<file path="src/rtl/intr_seq_pkg.sv">
package intr_seq_pkg;

  typedef enum logic [3:0] {
    S_IDLE, S_ACK1, S_GAP, S_ACK2, S_PUSH_F, S_CLR,
    S_PUSH_CS, S_PUSH_IP, S_RD_LO, S_RD_HI, S_DONE
  } seq_state_e;

  typedef enum logic [2:0] {
    SRC_NONE, SRC_FAULT, SRC_NMI, SRC_SWI, SRC_EXT
  } src_e;

  localparam logic [1:0] PSEL_FLAGS = 2'd0;
  localparam logic [1:0] PSEL_CS    = 2'd1;
  localparam logic [1:0] PSEL_IP    = 2'd2;

  // Byte address of a table word: four bytes per entry, upper word at +2.
  function automatic logic [31:0] tbl_byte_addr(input logic [15:0] vtype,
                                                input logic upper);
    logic [31:0] base;
    base = {16'd0, vtype} << 2;
    return base + (upper ? 32'd2 : 32'd0);
  endfunction

endpackage

</file>
<file path="src/rtl/intr_nmi_latch.sv">
module intr_nmi_latch (
  input  logic clk,
  input  logic rst_n,
  input  logic nmi_in,
  input  logic take,
  output logic pend
);
  logic nmi_q;
  logic nmi_rise;

  assign nmi_rise = nmi_in & ~nmi_q;

  always_ff @(posedge clk) begin
    if (!rst_n) begin
      nmi_q <= 1'b0;
      pend  <= 1'b0;
    end else begin
      nmi_q <= nmi_in;
      pend  <= (pend & ~take) | nmi_rise;
    end
  end


  nmi_edge_kept_chk: assert property (@(posedge clk) disable iff (!rst_n)
    $rose(nmi_in) |=> pend);


  nmi_once_chk: assert property (@(posedge clk) disable iff (!rst_n)
    (take && !nmi_rise) |=> !pend);

endmodule

</file>
<file path="src/rtl/intr_arbiter.sv">
module intr_arbiter
  import intr_seq_pkg::*;
#(
  parameter int TYPE_W   = 8,
  parameter int NMI_TYPE = 2
) (
  input  logic              clk,
  input  logic              rst_n,
  input  logic              fault_req,
  input  logic [TYPE_W-1:0] fault_type,
  input  logic              nmi_pend,
  input  logic              swi_req,
  input  logic [TYPE_W-1:0] swi_type,
  input  logic              intr_req,
  input  logic              flag_ie,
  output src_e              src,
  output logic [TYPE_W-1:0] sel_type
);
  localparam logic [TYPE_W-1:0] NMI_T = TYPE_W'(NMI_TYPE);

  always_comb begin
    src      = SRC_NONE;
    sel_type = '0;
    if (fault_req) begin
      src      = SRC_FAULT;
      sel_type = fault_type;
    end else if (nmi_pend) begin
      src      = SRC_NMI;
      sel_type = NMI_T;
    end else if (swi_req) begin
      src      = SRC_SWI;
      sel_type = swi_type;
    end else if (intr_req && flag_ie) begin
      src      = SRC_EXT;
    end
  end


  ext_needs_ie_chk: assert property (@(posedge clk) disable iff (!rst_n)
    (src == SRC_EXT) |-> (flag_ie && intr_req && !swi_req && !nmi_pend));


  nmi_over_swi_chk: assert property (@(posedge clk) disable iff (!rst_n)
    (nmi_pend && !fault_req) |-> (src == SRC_NMI));

endmodule

</file>
<file path="src/rtl/intr_entry_fsm.sv">
module intr_entry_fsm
  import intr_seq_pkg::*;
#(
  parameter int TYPE_W = 8,
  parameter int WORD_W = 16,
  parameter int ADDR_W = 20
) (
  input  logic              clk,
  input  logic              rst_n,
  input  logic              insn_end,
  input  src_e              src,
  input  logic [TYPE_W-1:0] sel_type,
  output logic              take_nmi,
  output logic              inta_n,
  input  logic [TYPE_W-1:0] ack_data,
  output logic              push_stb,
  output logic [1:0]        push_sel,
  output logic              flags_clr,
  output logic              mem_rd,
  output logic [ADDR_W-1:0] mem_addr,
  input  logic [WORD_W-1:0] mem_rdata,
  input  logic              mem_rvalid,
  output logic [WORD_W-1:0] new_cs,
  output logic [WORD_W-1:0] new_ip,
  output logic              vec_valid,
  output logic              busy
);
  seq_state_e        state, nxt;
  logic [TYPE_W-1:0] type_q;
  logic              accept;

  // Named internal events for the checks below.
  assign accept   = (state == S_IDLE) && insn_end && (src != SRC_NONE);
  assign take_nmi = accept && (src == SRC_NMI);

  always_comb begin
    nxt = state;
    case (state)
      S_IDLE:    if (accept) nxt = (src == SRC_EXT) ? S_ACK1 : S_PUSH_F;
      S_ACK1:    nxt = S_GAP;
      S_GAP:     nxt = S_ACK2;
      S_ACK2:    nxt = S_PUSH_F;
      S_PUSH_F:  nxt = S_CLR;
      S_CLR:     nxt = S_PUSH_CS;
      S_PUSH_CS: nxt = S_PUSH_IP;
      S_PUSH_IP: nxt = S_RD_LO;
      S_RD_LO:   if (mem_rvalid) nxt = S_RD_HI;
      S_RD_HI:   if (mem_rvalid) nxt = S_DONE;
      S_DONE:    nxt = S_IDLE;
      default:   nxt = S_IDLE;
    endcase
  end

  always_ff @(posedge clk) begin
    if (!rst_n) begin
      state  <= S_IDLE;
      type_q <= '0;
      new_ip <= '0;
      new_cs <= '0;
    end else begin
      state <= nxt;
      if (accept && (src != SRC_EXT)) type_q <= sel_type;
      if (state == S_ACK2)            type_q <= ack_data;
      if ((state == S_RD_LO) && mem_rvalid) new_ip <= mem_rdata;
      if ((state == S_RD_HI) && mem_rvalid) new_cs <= mem_rdata;
    end
  end

  assign busy      = (state != S_IDLE);
  assign inta_n    = !((state == S_ACK1) || (state == S_ACK2));
  assign push_stb  = (state == S_PUSH_F) || (state == S_PUSH_CS) ||
                     (state == S_PUSH_IP);
  assign push_sel  = (state == S_PUSH_CS) ? PSEL_CS :
                     (state == S_PUSH_IP) ? PSEL_IP : PSEL_FLAGS;
  assign flags_clr = (state == S_CLR);
  assign mem_rd    = (state == S_RD_LO) || (state == S_RD_HI);
  assign mem_addr  = ADDR_W'(tbl_byte_addr(16'(type_q), state == S_RD_HI));
  assign vec_valid = (state == S_DONE);


  inta_single_chk: assert property (@(posedge clk) disable iff (!rst_n)
    !inta_n |=> inta_n);


  clr_after_flags_chk: assert property (@(posedge clk) disable iff (!rst_n)
    (push_stb && push_sel == PSEL_FLAGS) |=> (flags_clr && !push_stb));


  rd_hold_chk: assert property (@(posedge clk) disable iff (!rst_n)
    (mem_rd && !mem_rvalid) |=> (mem_rd && $stable(mem_addr)));


  valid_pulse_chk: assert property (@(posedge clk) disable iff (!rst_n)
    vec_valid |=> (!vec_valid && !busy));


  busy_from_boundary_chk: assert property (@(posedge clk) disable iff (!rst_n)
    $rose(busy) |-> $past(insn_end));


  no_boundary_idle_chk: assert property (@(posedge clk) disable iff (!rst_n)
    (!busy && !insn_end) |=> !busy);

endmodule

</file>
<file path="src/rtl/intr_entry_seq.sv">
module intr_entry_seq
  import intr_seq_pkg::*;
#(
  parameter int TYPE_W   = 8,
  parameter int WORD_W   = 16,
  parameter int ADDR_W   = 20,
  parameter int NMI_TYPE = 2
) (
  input  logic              clk,
  input  logic              rst_n,
  input  logic              insn_end,
  input  logic              flag_ie,
  input  logic              fault_req,
  input  logic [TYPE_W-1:0] fault_type,
  input  logic              nmi_in,
  input  logic              swi_req,
  input  logic [TYPE_W-1:0] swi_type,
  input  logic              intr_req,
  output logic              inta_n,
  input  logic [TYPE_W-1:0] ack_data,
  output logic              push_stb,
  output logic [1:0]        push_sel,
  output logic              flags_clr,
  output logic              mem_rd,
  output logic [ADDR_W-1:0] mem_addr,
  input  logic [WORD_W-1:0] mem_rdata,
  input  logic              mem_rvalid,
  output logic [WORD_W-1:0] new_cs,
  output logic [WORD_W-1:0] new_ip,
  output logic              vec_valid,
  output logic              busy
);
  logic              nmi_pend;
  logic              take_nmi;
  src_e              src;
  logic [TYPE_W-1:0] sel_type;

  intr_nmi_latch u_nmi (
    .clk    (clk),
    .rst_n  (rst_n),
    .nmi_in (nmi_in),
    .take   (take_nmi),
    .pend   (nmi_pend)
  );

  intr_arbiter #(.TYPE_W(TYPE_W), .NMI_TYPE(NMI_TYPE)) u_arb (
    .clk        (clk),
    .rst_n      (rst_n),
    .fault_req  (fault_req),
    .fault_type (fault_type),
    .nmi_pend   (nmi_pend),
    .swi_req    (swi_req),
    .swi_type   (swi_type),
    .intr_req   (intr_req),
    .flag_ie    (flag_ie),
    .src        (src),
    .sel_type   (sel_type)
  );

  intr_entry_fsm #(.TYPE_W(TYPE_W), .WORD_W(WORD_W), .ADDR_W(ADDR_W)) u_fsm (
    .clk        (clk),
    .rst_n      (rst_n),
    .insn_end   (insn_end),
    .src        (src),
    .sel_type   (sel_type),
    .take_nmi   (take_nmi),
    .inta_n     (inta_n),
    .ack_data   (ack_data),
    .push_stb   (push_stb),
    .push_sel   (push_sel),
    .flags_clr  (flags_clr),
    .mem_rd     (mem_rd),
    .mem_addr   (mem_addr),
    .mem_rdata  (mem_rdata),
    .mem_rvalid (mem_rvalid),
    .new_cs     (new_cs),
    .new_ip     (new_ip),
    .vec_valid  (vec_valid),
    .busy       (busy)
  );


  reset_quiet_chk: assert property (@(posedge clk)
    $past(!rst_n) |-> (!busy && inta_n && !push_stb && !mem_rd && !vec_valid));

endmodule

</file>
<file path="config.mk">
export PLATFORM = sky130hd
export DESIGN_NAME = intr_entry_seq
export DESIGN_NICKNAME = d
export VERILOG_FILES = /design/src/rtl/intr_seq_pkg.sv /design/src/rtl/intr_nmi_latch.sv /design/src/rtl/intr_arbiter.sv /design/src/rtl/intr_entry_fsm.sv /design/src/rtl/intr_entry_seq.sv
export SDC_FILE = /design/constraint.sdc
export NUM_CORES = 1
export LEC_CHECK = 0
export BUFFER_PORTS_ARGS = -buffer_cell sky130_fd_sc_hd__buf_4
export CORE_MARGIN = 2
export CORE_UTILIZATION = 41
export DETAILED_ROUTE_END_ITERATION = 16
export PLACE_DENSITY = 0.81
export SETUP_SLACK_MARGIN = 0.1
export SYNTH_ARGS = -nofsm -noshare
export SYNTH_HDL_FRONTEND = slang
export SYNTH_SLANG_ARGS = --single-unit
export TNS_END_PERCENT = 5
</file>
<file path="constraint.sdc">
create_clock -name clk -period 1.4 [get_ports clk]
set_clock_uncertainty 0.05 [all_clocks]
set_input_delay 0.07 -clock clk [delete_from_list [all_inputs] [get_ports clk]]
set_output_delay 0.07 -clock clk [all_outputs]
set_load 0.05 [all_outputs]
</file>
==> metrics <==
detailed-route vias per instance between 4 and 5; dpl cells 403; Root Driver clkbuf_8; Post-Synthesis Cell Area ~2200 µm²; Routed WL per cell 13.9 µm; initial antenna violation count 0; final hold vios 0; register bit total from synthesis 46; Filler cells 396; CP Class register to register; CTS clock-pin slew for the worst setup and hold paths about 90 ps; max-cap viol count 0; Ports 109; vias in the first global route 2,129; failing checks setup timing; status complete, but fails checks; first drt pass iteration count 4; unrepaired setup endpoints after global routing true; antenna cells 0; fraction of registers with async set/reset 0%; worst endpoint required time 1530 ps; post-layout instance area about 3700 µm²; Final Cycle Share 109%; placed cell areas 3110 µm²; WP data arrival 1650 ps; dominant cell type by area after synthesis dfxtp_1; fraction of layout cells with a size suffix above 1 49.3%; row count 26; FF+latch area roughly 930 µm²; H-Tree Depth 2; post-route ant nets 0; setup violators final 29; Worst path max stage delay 370 ps; initial DRC count 122; via count 2,130; Nets 415; Crit. End Element register; Buf/Inv on CP 2; Pleak 1.61 nW; Avg Inst Size Synth 9.23 µm²; Final GP Congestion 0.837; highest clock rate 656 MHz; Post-Layout Cell Count 437; total power 4.14 mW; largest net degree at the start of global routing 36; Main synth FF type dfxtp_1; count leader, synth dfxtp_1; global-route wire length before repair around 10000 µm; fin. max-slew vios 0; residual DRC count 0; DP Worst Slack -97.6 ps; multi-input combinational cell area around 1300 µm²; Crit path max-delay family compound AO/OA/AOI/OAI gates; DP Wirelength roughly 4000 µm; post-synthesis instance total 237; power density cells about 1100 nW/µm²; synthesis-to-finish area growth 67.6%; critical path's slowest cell dfxtp_4; Synth top area share 42.1%; die width 77.0 µm; largest cells by area after synthesis dfxtp_1 (42%), mux2i_1 (7.3%), nand2_1 (6.4%); Post-synth top cells dfxtp_1 (46), nand2_1 (37), a21boi_0 (18), nor2b_1 (17), mux2i_1 (16); Synth Warn # 0; gr ovfl total 0; chip height 77.0 µm; hold crit path type input pin to register; number of synthesized flops with an enable pin 0; Cell variety after synth 39; CTS tree built; worst-path cell chain buf_6 > nor2b_4 > nand3b_1 > buf_4 > o21ai_0 > o31ai_2; post-synthesis sequential area ratio 42.1%; clk_lat worst skew 290 ps; crit start category register; I/O Buffers 97; setup ws final -124 ps; clk sinks 46; final wirelength 6080 µm; Tmin final 1520 ps; die area 5930 µm²; core area 5140 µm²; CTS Buffer Depth 2; highest fanout seen on the critical path 7; Max rail drop VDD 0.799 mV; Initial Util between 40 and 50%; number of CTS-inserted buffers 5; gr usage total 20.6%
-- layout by cell type, fill, tap and decap left out, drive strengths merged, types with 2 or more instances in the layout --
cell	netlist	layout
mux2i	16	16
nor3	2	2
and3	3	3
dfxtp	46	46
clkbuf	7	5
a221oi	7	7
nand3b	4	4
clkinvlp	0	3
nand2b	3	3
nor2b	17	17
buf	21	123
inv	3	2
a21oi	3	3
a21boi	18	18
dlygate4sd3	0	17
o31ai	8	8
a31oi	3	3
and2	2	2
conb	1	11
o21ai	14	14
nor2	3	3
nand2	37	37
nand3	8	8
-- layout make-up --
cell class	instances	share of cell area, %
inverter	3	0.683
multi-input combinational	170	35.3
sequential	46	25.5
tap	70	2.39
timing repair buffer	140	33.0
clock buffer	5	1.88
clock inverter	3	1.23
-- worst reg2reg max path, delay by kind of cell, from the launching register on --
family                 cells  cell delay [ps]
AO/OA/AOI/OAI              2              380
buffers and inverters      2              340
flip-flops                 1              370
AND/OR/NAND/NOR            2              270
-- through the flow --
step / hold WS (ps) / TNS [ps] / util [%]
final: 27.5 / -1420 / 71.3
after CTS: 21.3 / -1120 / 70.2
after global placement: 236 / -149 / 60.4
after floorplan: 142 / -2020 / -
after global routing: 31.8 / -4260 / 71.3
after detailed placement: 239 / -1530 / 60.4
-- power by group --
part | leakage (nW) | total [mW] | internal [mW] | switching [mW]
registers | 0.375 | 1.46 | 1.39 | 0.0759
clock network | 0.0504 | 0.992 | 0.531 | 0.461
logic | 1.19 | 1.69 | 0.759 | 0.929
-- kinds of logic after synthesis --
kind of cell | synth area share, %
simple gates | 20.9
mux | 7.32
flops | 42.1
xor+xnor | 0.401
buf+inv | 9.78
other cells | 0.171
compound gates | 19.3
-- path summary, 6_finish.rpt --
kind,from,end,cells past startpoint,slack (ps)
setup reg to reg,u_fsm.state[3],u_fsm.type_q[5],6,-120
hold / removal,mem_rvalid,u_fsm.state[0],3,30
hold reg to reg,u_fsm.new_cs[7],u_fsm.new_cs[7],2,410
setup / recovery,u_fsm.state[3],u_fsm.type_q[5],6,-120
-- metal layers --
layer | vias to the layer above | part of all wire (%) | GRT usage (%)
met4 | 0 | 1.3 | 5.00
met3 | 8 | 5.8 | 5.41
met1 | 976 | 42 | 25.6
met2 | 84 | 51 | 35.5
li1 | 1062 | - | -
met5 | - | 0 | 0
-- sequential cells by signal, summed over array words and instances (netlist names) --
name / count
u_fsm.state: 4
u_nmi.pend: 1
u_fsm.new_ip: 16
u_nmi.nmi_q: 1
u_fsm.new_cs: 16
u_fsm.type_q: 8
-- repair_timing --
action,CTS,global route
pin swaps,26,22
endpoints found under the hold margin,28,0
hold buffers,17,0
setup buffers,7,2
setup endpoints to repair,53,53
gates resized for setup,59,14
Note: power is estimated with default switching activity, not from simulation.
